`src/rtl/sdram_col_pkg.sv`:
```
package sdram_col_pkg;
  // Length code values; the code decoder depends on this assignment
  localparam logic [2:0] LEN_1    = 3'b000;
  localparam logic [2:0] LEN_2    = 3'b001;
  localparam logic [2:0] LEN_4    = 3'b010;
  localparam logic [2:0] LEN_8    = 3'b011;
  localparam logic [2:0] LEN_PAGE = 3'b111;
  localparam int unsigned LEN_CODE_W = 3;
endpackage

```
`src/rtl/col_len_decode.sv`:
```
module col_len_decode
  import sdram_col_pkg::*;
#(
  parameter int unsigned COL_W = 9
) (
  input  logic [LEN_CODE_W-1:0] code_i,
  input  logic                  ilv_i,
  output logic [COL_W-1:0]      mask_o,
  output logic                  page_o,
  output logic                  ok_o
);
  // The mask holds the column bits that move during the burst
  function automatic logic [COL_W-1:0] f_len_mask(input logic [LEN_CODE_W-1:0] c);
    case (c)
      LEN_1:    f_len_mask = '0;
      LEN_2:    f_len_mask = COL_W'(1);
      LEN_4:    f_len_mask = COL_W'(3);
      LEN_8:    f_len_mask = COL_W'(7);
      LEN_PAGE: f_len_mask = '1;
      default:  f_len_mask = '0;
    endcase
  endfunction

  function automatic logic f_code_legal(input logic [LEN_CODE_W-1:0] c, input logic ilv);
    case (c)
      LEN_1, LEN_2, LEN_4, LEN_8: f_code_legal = 1'b1;
      LEN_PAGE:                   f_code_legal = !ilv;
      default:                    f_code_legal = 1'b0;
    endcase
  endfunction

  assign mask_o = f_len_mask(code_i);
  assign page_o = (code_i == LEN_PAGE);
  assign ok_o   = f_code_legal(code_i, ilv_i);
endmodule

```
`src/rtl/col_beat_ctrl.sv`:
```
module col_beat_ctrl #(
  parameter int unsigned COL_W = 9
) (
  input  logic             clk,
  input  logic             rst_n,
  input  logic             start_i,
  input  logic             ok_i,
  input  logic             page_i,
  input  logic [COL_W-1:0] mask_i,
  input  logic             stop_i,
  output logic             accept_o,
  output logic             active_o,
  output logic             last_o,
  output logic [COL_W-1:0] beat_o,
  output logic [COL_W-1:0] mask_q_o,
  output logic             page_q_o,
  output logic             err_o
);
  logic             active_q;
  logic [COL_W-1:0] beat_q;
  logic [COL_W-1:0] mask_q;
  logic             page_q;
  logic             err_q;

  // Named events brought out for the checks
  logic fixed_end;
  logic page_end;
  logic reject;

  assign accept_o  = start_i && !active_q && ok_i;
  assign reject    = start_i && !active_q && !ok_i;
  assign fixed_end = active_q && !page_q && (beat_q == mask_q);
  assign page_end  = active_q && page_q && stop_i;
  assign last_o    = fixed_end || page_end;

  always_ff @(posedge clk or negedge rst_n) begin
    if (!rst_n) begin
      active_q <= 1'b0;
      beat_q   <= '0;
      mask_q   <= '0;
      page_q   <= 1'b0;
      err_q    <= 1'b0;
    end else begin
      err_q <= reject;
      if (accept_o) begin
        active_q <= 1'b1;
        beat_q   <= '0;
        mask_q   <= mask_i;
        page_q   <= page_i;
      end else if (active_q) begin
        beat_q <= beat_q + 1'b1;
        if (last_o) active_q <= 1'b0;
      end
    end
  end

  assign active_o = active_q;
  assign beat_o   = beat_q;
  assign mask_q_o = mask_q;
  assign page_q_o = page_q;
  assign err_o    = err_q;


  busy_hold_chk: assert property (@(posedge clk) disable iff (!rst_n)
    active_q && !last_o |=> active_q);

  busy_drop_chk: assert property (@(posedge clk) disable iff (!rst_n)
    active_q && last_o |=> !active_q);

  busy_start_ignored_chk: assert property (@(posedge clk) disable iff (!rst_n)
    active_q && start_i && !last_o |=> $stable(mask_q) && $stable(page_q) && (beat_q == $past(beat_q) + 1'b1));

  err_no_beat_chk: assert property (@(posedge clk) disable iff (!rst_n)
    err_q |-> !active_q);

  fixed_stop_ignored_chk: assert property (@(posedge clk) disable iff (!rst_n)
    active_q && !page_q && stop_i && (beat_q != mask_q) |=> active_q);
endmodule

```
`src/rtl/col_addr_form.sv`:
```
module col_addr_form #(
  parameter int unsigned COL_W = 9
) (
  input  logic [COL_W-1:0] start_col_i,
  input  logic [COL_W-1:0] mask_i,
  input  logic             ilv_i,
  input  logic [COL_W-1:0] beat_i,
  output logic [COL_W-1:0] col_o
);
  function automatic logic [COL_W-1:0] f_seq_off(input logic [COL_W-1:0] s,
                                                 input logic [COL_W-1:0] m,
                                                 input logic [COL_W-1:0] k);
    f_seq_off = ((s & m) + (k & m)) & m;
  endfunction

  function automatic logic [COL_W-1:0] f_ilv_off(input logic [COL_W-1:0] s,
                                                 input logic [COL_W-1:0] m,
                                                 input logic [COL_W-1:0] k);
    f_ilv_off = (s ^ k) & m;
  endfunction

  logic [COL_W-1:0] off;
  assign off = ilv_i ? f_ilv_off(start_col_i, mask_i, beat_i)
                     : f_seq_off(start_col_i, mask_i, beat_i);

  // Each bit is either held from the start column or taken from the moving offset
  for (genvar i = 0; i < COL_W; i++) begin : g_bit
    assign col_o[i] = mask_i[i] ? off[i] : start_col_i[i];
  end
endmodule

```
`src/rtl/col_burst_gen.sv`:
```
module col_burst_gen
  import sdram_col_pkg::*;
#(
  parameter int unsigned COL_W = 9
) (
  input  logic                  clk,
  input  logic                  rst_n,
  input  logic                  start_i,
  input  logic [COL_W-1:0]      start_col_i,
  input  logic [LEN_CODE_W-1:0] len_code_i,
  input  logic                  ilv_i,
  input  logic                  stop_i,
  output logic [COL_W-1:0]      col_o,
  output logic                  valid_o,
  output logic                  last_o,
  output logic                  busy_o,
  output logic                  err_o
);
  logic [COL_W-1:0] dec_mask;
  logic             dec_page;
  logic             dec_ok;
  logic             accept;
  logic             active;
  logic [COL_W-1:0] beat;
  logic [COL_W-1:0] mask_q;
  logic             page_q;
  logic [COL_W-1:0] start_q;
  logic             ilv_q;

  col_len_decode #(.COL_W(COL_W)) u_dec (
    .code_i (len_code_i),
    .ilv_i  (ilv_i),
    .mask_o (dec_mask),
    .page_o (dec_page),
    .ok_o   (dec_ok)
  );

  col_beat_ctrl #(.COL_W(COL_W)) u_ctrl (
    .clk      (clk),
    .rst_n    (rst_n),
    .start_i  (start_i),
    .ok_i     (dec_ok),
    .page_i   (dec_page),
    .mask_i   (dec_mask),
    .stop_i   (stop_i),
    .accept_o (accept),
    .active_o (active),
    .last_o   (last_o),
    .beat_o   (beat),
    .mask_q_o (mask_q),
    .page_q_o (page_q),
    .err_o    (err_o)
  );

  always_ff @(posedge clk or negedge rst_n) begin
    if (!rst_n) begin
      start_q <= '0;
      ilv_q   <= 1'b0;
    end else if (accept) begin
      start_q <= start_col_i;
      ilv_q   <= ilv_i;
    end
  end

  col_addr_form #(.COL_W(COL_W)) u_addr (
    .start_col_i (start_q),
    .mask_i      (mask_q),
    .ilv_i       (ilv_q),
    .beat_i      (beat),
    .col_o       (col_o)
  );

  assign valid_o = active;
  assign busy_o  = active;


  first_col_chk: assert property (@(posedge clk) disable iff (!rst_n)
    $past(accept) |-> valid_o && (col_o == $past(start_col_i)));

  seq_step_chk: assert property (@(posedge clk) disable iff (!rst_n)
    valid_o && $past(valid_o) && !page_q && !ilv_q |->
      ((col_o & ~mask_q) == ($past(col_o) & ~mask_q)) &&
      ((col_o & mask_q) == (($past(col_o) + 1'b1) & mask_q)));

  ilv_upper_chk: assert property (@(posedge clk) disable iff (!rst_n)
    valid_o && $past(valid_o) && ilv_q |-> ((col_o & ~mask_q) == ($past(col_o) & ~mask_q)));

  page_step_chk: assert property (@(posedge clk) disable iff (!rst_n)
    valid_o && $past(valid_o) && page_q |-> col_o == $past(col_o) + 1'b1);

  last_in_beat_chk: assert property (@(posedge clk) disable iff (!rst_n)
    last_o |-> valid_o);
endmodule

```
`config.mk`:
```
export PLATFORM = sky130hd
export DESIGN_NAME = col_burst_gen
export DESIGN_NICKNAME = d
export VERILOG_FILES = /design/src/rtl/sdram_col_pkg.sv /design/src/rtl/col_len_decode.sv /design/src/rtl/col_beat_ctrl.sv /design/src/rtl/col_addr_form.sv /design/src/rtl/col_burst_gen.sv
export SDC_FILE = /design/constraint.sdc
export NUM_CORES = 1
export LEC_CHECK = 0
export ABC_AREA = 1
export BUFFER_PORTS_ARGS = -buffer_cell sky130_fd_sc_hd__clkbuf_2
export CAP_MARGIN = 25
export CELL_PAD_IN_SITES_DETAIL_PLACEMENT = 2
export CELL_PAD_IN_SITES_GLOBAL_PLACEMENT = 2
export CORE_AREA = 2 2 82 84
export DETAILED_ROUTE_END_ITERATION = 8
export DIE_AREA = 0 0 84 86
export PLACE_DENSITY = 0.84
export SKIP_CTS_REPAIR_TIMING = 1
export SYNTH_ARGS = -nofsm -noshare
export SYNTH_HDL_FRONTEND = slang
export SYNTH_SLANG_ARGS = --single-unit
export TNS_END_PERCENT = 1
```
`constraint.sdc`:
```
create_clock -name clk -period 2.69 [get_ports clk]
set_input_delay 0.269 -clock clk [delete_from_list [all_inputs] [get_ports clk]]
set_output_delay 0.269 -clock clk [all_outputs]
set_load 0.005 [all_outputs]
```
Yosys cells after proc, flatten, opt, wreduce, memory -nomap -nowiden
Index checks and enable logic that the tools add are counted.

word-level totals
  bits in registers = 31
  input bits = 17
  output and inout port bits = 13
  logic and storage cells = 51

cells by class
  add/subtract/negate cells = 2
  eq/ne operators = 5
  multiplexer cells = 17
  bitwise logic cells = 5
  reduce and logical (&&, ||, !) cells = 15

operator list
  operator               count
  $and A9 B9 Y9          4
  $pmux W9 S4            1
  $mux W9                3
  $mux W1                12
  $add A9 B1 Y9 const B  1
  $add A9 B9 Y9          1
  $eq A9 B9 Y1           1
  $xor A9 B9 Y9          1
  $logic_and A1 B1 Y1    7
  $eq A3 B2 Y1 const B   2
  $logic_not A1 Y1       4
  $reduce_or A4 Y1       1
  $eq A3 B1 Y1 const B   1
  $eq A3 B3 Y1 const B   1
  $logic_not A3 Y1       1
  $pmux W1 S2            1
  $reduce_bool A2 Y1     1
  $logic_or A1 B1 Y1     1

Depth between registers and ports, before layout
  word-level depth = 7
  gate-level depth with buffers = 12

Hierarchy
Synthesis repeated with hierarchy kept, for this count alone.

unflattened totals
  cells, all modules = 348
  area, all modules = 2334.7 µm²

by module, submodules not included
  module          instances  cells an instance  area each (µm²)  seq. area each (µm²)
  col_beat_ctrl   1          141                1084.8           525.5
  col_addr_form   1          149                773.2            0.0
  col_burst_gen   1          43                 385.4            250.2
  col_len_decode  1          15                 91.3             0.0

Worst setup path after synthesis
No wires, ideal clock.

  kind = register -> output
  start = register u_ctrl.mask_q_o[7] (netlist name)
  end = output col_o[4]
  data arrival time = 1.971 ns
  slack = 0.450 ns
  cell stages (with the launch flop) = 11
  path buffers = 2
  path through = dfrtp_1 > buf_2 > clkbuf_1 > nand2_1 > inv_1 > ha_1 > or2_2 > nand2_1 > xnor2_1 > nor2_1 > o21ai_0

RTL lines
  element        line                 source
  end, declared  col_burst_gen.sv:13  output logic [COL_W-1:0] col_o,

Worst setup path in the final report
  start = register u_ctrl.mask_q[0], in the netlist u_ctrl.mask_q_o[0]
  end = output col_o[8]

between the ends
  cells in the longest elaborated chain, start to end = 5

ends and longest elaborated chain
  element                 line                 source
  start, declared         col_beat_ctrl.sv:21  logic [COL_W-1:0] mask_q;
  start signal, assigned  col_beat_ctrl.sv:48  mask_q <= mask_i;
  $and A9 B9 Y9           col_addr_form.sv:13  f_seq_off = ((s & m) + (k & m)) & m;
  $add A9 B9 Y9 *         col_addr_form.sv:13
  $and A9 B9 Y9 *         col_addr_form.sv:13
  $mux W9 *               col_addr_form.sv:23  assign off = ilv_i ? f_ilv_off(start_col_i, mask_i, beat_i)
  $mux W1 *               col_addr_form.sv:28  assign col_o[i] = mask_i[i] ? off[i] : start_col_i[i];

Mark *: on every way between the ends. The rest lies on a longest branch, timed or not.

==> impl_metrics.toml <==
[setup_path]
cp-start-kind = "register"
cp_top_family = "adder cells"
crit_top_cell = "nand2_1"
cp.buffers_inverters = 1
cpPeakStageDelay_ns = 0.45
critical_path.slowest_cell = "dfrtp_2"
r2r_slack_ns = 1.07
cp.required_ns = 2.42
critical_path_peak_fanout = 4
cp.arrival_ns = 2.31
worstPathCellList = "ha_1 -> ha_1 -> fa_2 -> nand2_1 -> nand2_1 -> nand3_1 -> nand2_1 -> nand2_1 -> nand3_1 -> a21oi_1 -> clkbuf_2"
end_kind = "output port"
criticalPathCategory = "register to output port"

[min_path]
hp-class = "primary input to async pin"

[synthesis]
yosys.area.top_type = "dfrtp_1"
synth.distinct_cells = 26
synthTopCellsByCount = "94 x nand2_1, 36 x inv_1, 26 x dfrtp_1, 22 x o21ai_0"
synthMuxAreaShare = 0
netlist_area_um2 = 1960
async_reset_ff_frac = 1.00
yosysSeqAreaShare = 0.331
synth-compound-area-share = 0.106
yosys-top-cells-area = "dfrtp_1 33%, nand2_1 18%, ha_1 11%"
postSynthCellCount = 280
synth_seq_cells = 26
synthAdderAreaFrac = 0.125
synth_top_family_by_area = "simple AND/OR/NAND/NOR gates"
synth-edff-count = 0
synth_ff_type = "dfrtp_1"
ys_warn_count = 0
synth_most_common_cell = "nand2_1"
yosys.area_share.simple = 0.310
synth-xor-area-share = 0.0357
synth.avg_cell_area_um2 = 7.02
synthDominantCellAreaShare = 0.331
synthesis.nets = 316

[floorplan]
start_util = 0.313
core_um2 = 6280
die_h_um = 86
dieArea_um2 = 7220
die_w_um = 84
io_pins = 30
rows = 29

[finish]
areaGrowthSynthToFinish_pct = 15.9
n_antenna_cell = 0
regArea_um2 = 652
fin_nets = 346
stdcell_area_um2 = 2280
drive_gt1_frac = 0.165
fillers = 779
multi_input_area_um2 = 1160

[global_route]
grt_pass1_wl_um = 9820
grt_max_degree = 27
overflow = 0
antenna_found_initial = 0
grt_use_total = 0.166
grt_pass1_vias = 2039

[routing]
drt-pass1-iter-count = 4
drt_wl_total_um = 6030
final_antenna_net_count = 0
routedWlPerCell_um = 15.6
via_per_inst = 4.97
drc = 0
drtIter0Drc = 60
vias = 1917

[clock_tree]
cts_inserted_buffers = 3
path_clk_slew_ns = 0.09
root_buffer = "clkbuf_8"
clkSinkCount = 26
insertion_delay_ns = 0.28
cts_tree = "yes"
clk_path_buf_depth = 2
htree_levels = 1

[pwr]
p_leak_nw = 1.32
ir_drop_uv = 366
total_power_mw = 1.99
pwr_density_cell_nw_per_um2 = 875

[sta]
setup_slack_ns = 0.114
fin_crit_sh = 0.958
hold_viol = 0
setup_viol = 0
maxSlewViolCount = 0
worst_pin_slew_ns = 0.667
clock_skew_ns = 0.00339
maxSlewHeadroom = 0.555
fin_setup_tns_ns = 0
timing.fmax_ghz = 0.388
period_needed_ns = 2.58

[placement]
portBuffers = 29
gp_congestion = 0.758
place_ws_ns = 0.353
place_area_um2 = 2180
dp_hpwl_um = 4590

[run]
cap_violations = 0

[outcome]
outcome = "finished, final reports clean"
## path summary, 6_finish.rpt
check | to | cells past startpoint | startpoint
max | col_o[8] | 11 | u_ctrl.mask_q_o[0]
min | u_ctrl.active_o | 1 | rst_n
max reg2reg | u_ctrl.mask_q_o[7] | 5 | u_ctrl.active_o
min reg2reg | start_q[3] | 2 | start_q[3]
max in group asynchronous | u_ctrl.mask_q_o[0] | 1 | rst_n
min in group clk | start_q[7] | 3 | start_col_i[7]
## cells by family after synthesis
logic type,after synthesis
AOI/OAI and AO/OA,41
buffers and inverters,45
adders and majority gates,19
xor gates and xnor gates,8
and+or+nand+nor,141
DFF,26
## layer usage
| metal | GRT usage | part of all wire | vias up |
|---|---|---|---|
| met5 | 0 | 0 | - |
| li1 | - | - | 945 |
| met2 | 0.294 | 0.50 | 17 |
| met4 | 0.0352 | 0.0091 | 0 |
| met3 | 0.00770 | 0.011 | 5 |
| met1 | 0.225 | 0.48 | 950 |
## registers in the layout, indices dropped and copies added (netlist names)
signal / count
ilv_q: 1
start_q: 9
u_ctrl.active_o: 1
u_ctrl.beat_o: 9
u_ctrl.err_o: 1
u_ctrl.mask_q_o: 4
u_ctrl.page_q_o: 1
## final cells by class
class | count | area share
Multi-Input combinational cell | 209 | 0.508
Sequential cell | 26 | 0.286
Timing Repair Buffer | 33 | 0.0786
Inverter | 37 | 0.0610
Tap cell | 77 | 0.0423
Clock buffer | 4 | 0.0242
## power by group
group          switching (mW)  internal (mW)
registers               0.230          0.535
clock network           0.130          0.131
logic                   0.561          0.405
total                   0.921           1.07
## stage by stage
step	hold slack, ns	instances	util
global placement	0.326	380	0.347
detailed placement	0.341	380	0.347
floorplan	-0.0266	280	-
finish	0.00189	386	0.363
global route	0.0603	386	0.363
CTS	0.0352	384	0.356
## layout by cell type, fill, tap and decap left out
cell type | synthesis | routed
ha_1 | 18 | 17
nand3b_1 | 2 | 2
a21oi_2 | 0 | 2
nand3_2 | 3 | 3
a31oi_1 | 1 | 1
nor3_4 | 1 | 1
dfrtp_2 | 0 | 1
fa_2 | 0 | 1
inv_1 | 36 | 36
a21boi_0 | 1 | 1
or2_2 | 1 | 1
nor2_1 | 18 | 18
nor3_1 | 1 | 1
nor2_2 | 2 | 2
nor3_2 | 1 | 1
inv_2 | 1 | 1
buf_4 | 2 | 3
xnor2_1 | 5 | 5
nand2_1 | 94 | 94
dfrtp_1 | 26 | 25
clkbuf_8 | 0 | 4
xor2_1 | 3 | 3
a21oi_1 | 17 | 15
nor4_1 | 1 | 1
nand4_1 | 2 | 2
o21ai_1 | 0 | 1
ha_4 | 0 | 1
buf_6 | 0 | 1
clkbuf_2 | 0 | 29
o21ai_0 | 22 | 21
nand3_1 | 15 | 15
## worst reg2reg max path: stages (launching register included)
cell and delay (ns):
dfrtp_1 0.52, nor2_1 0.23, nand3_2 0.10, inv_1 0.36, nand4_1 0.20, nand2_1 0.13
Note: power is estimated with default switching activity, not from simulation.
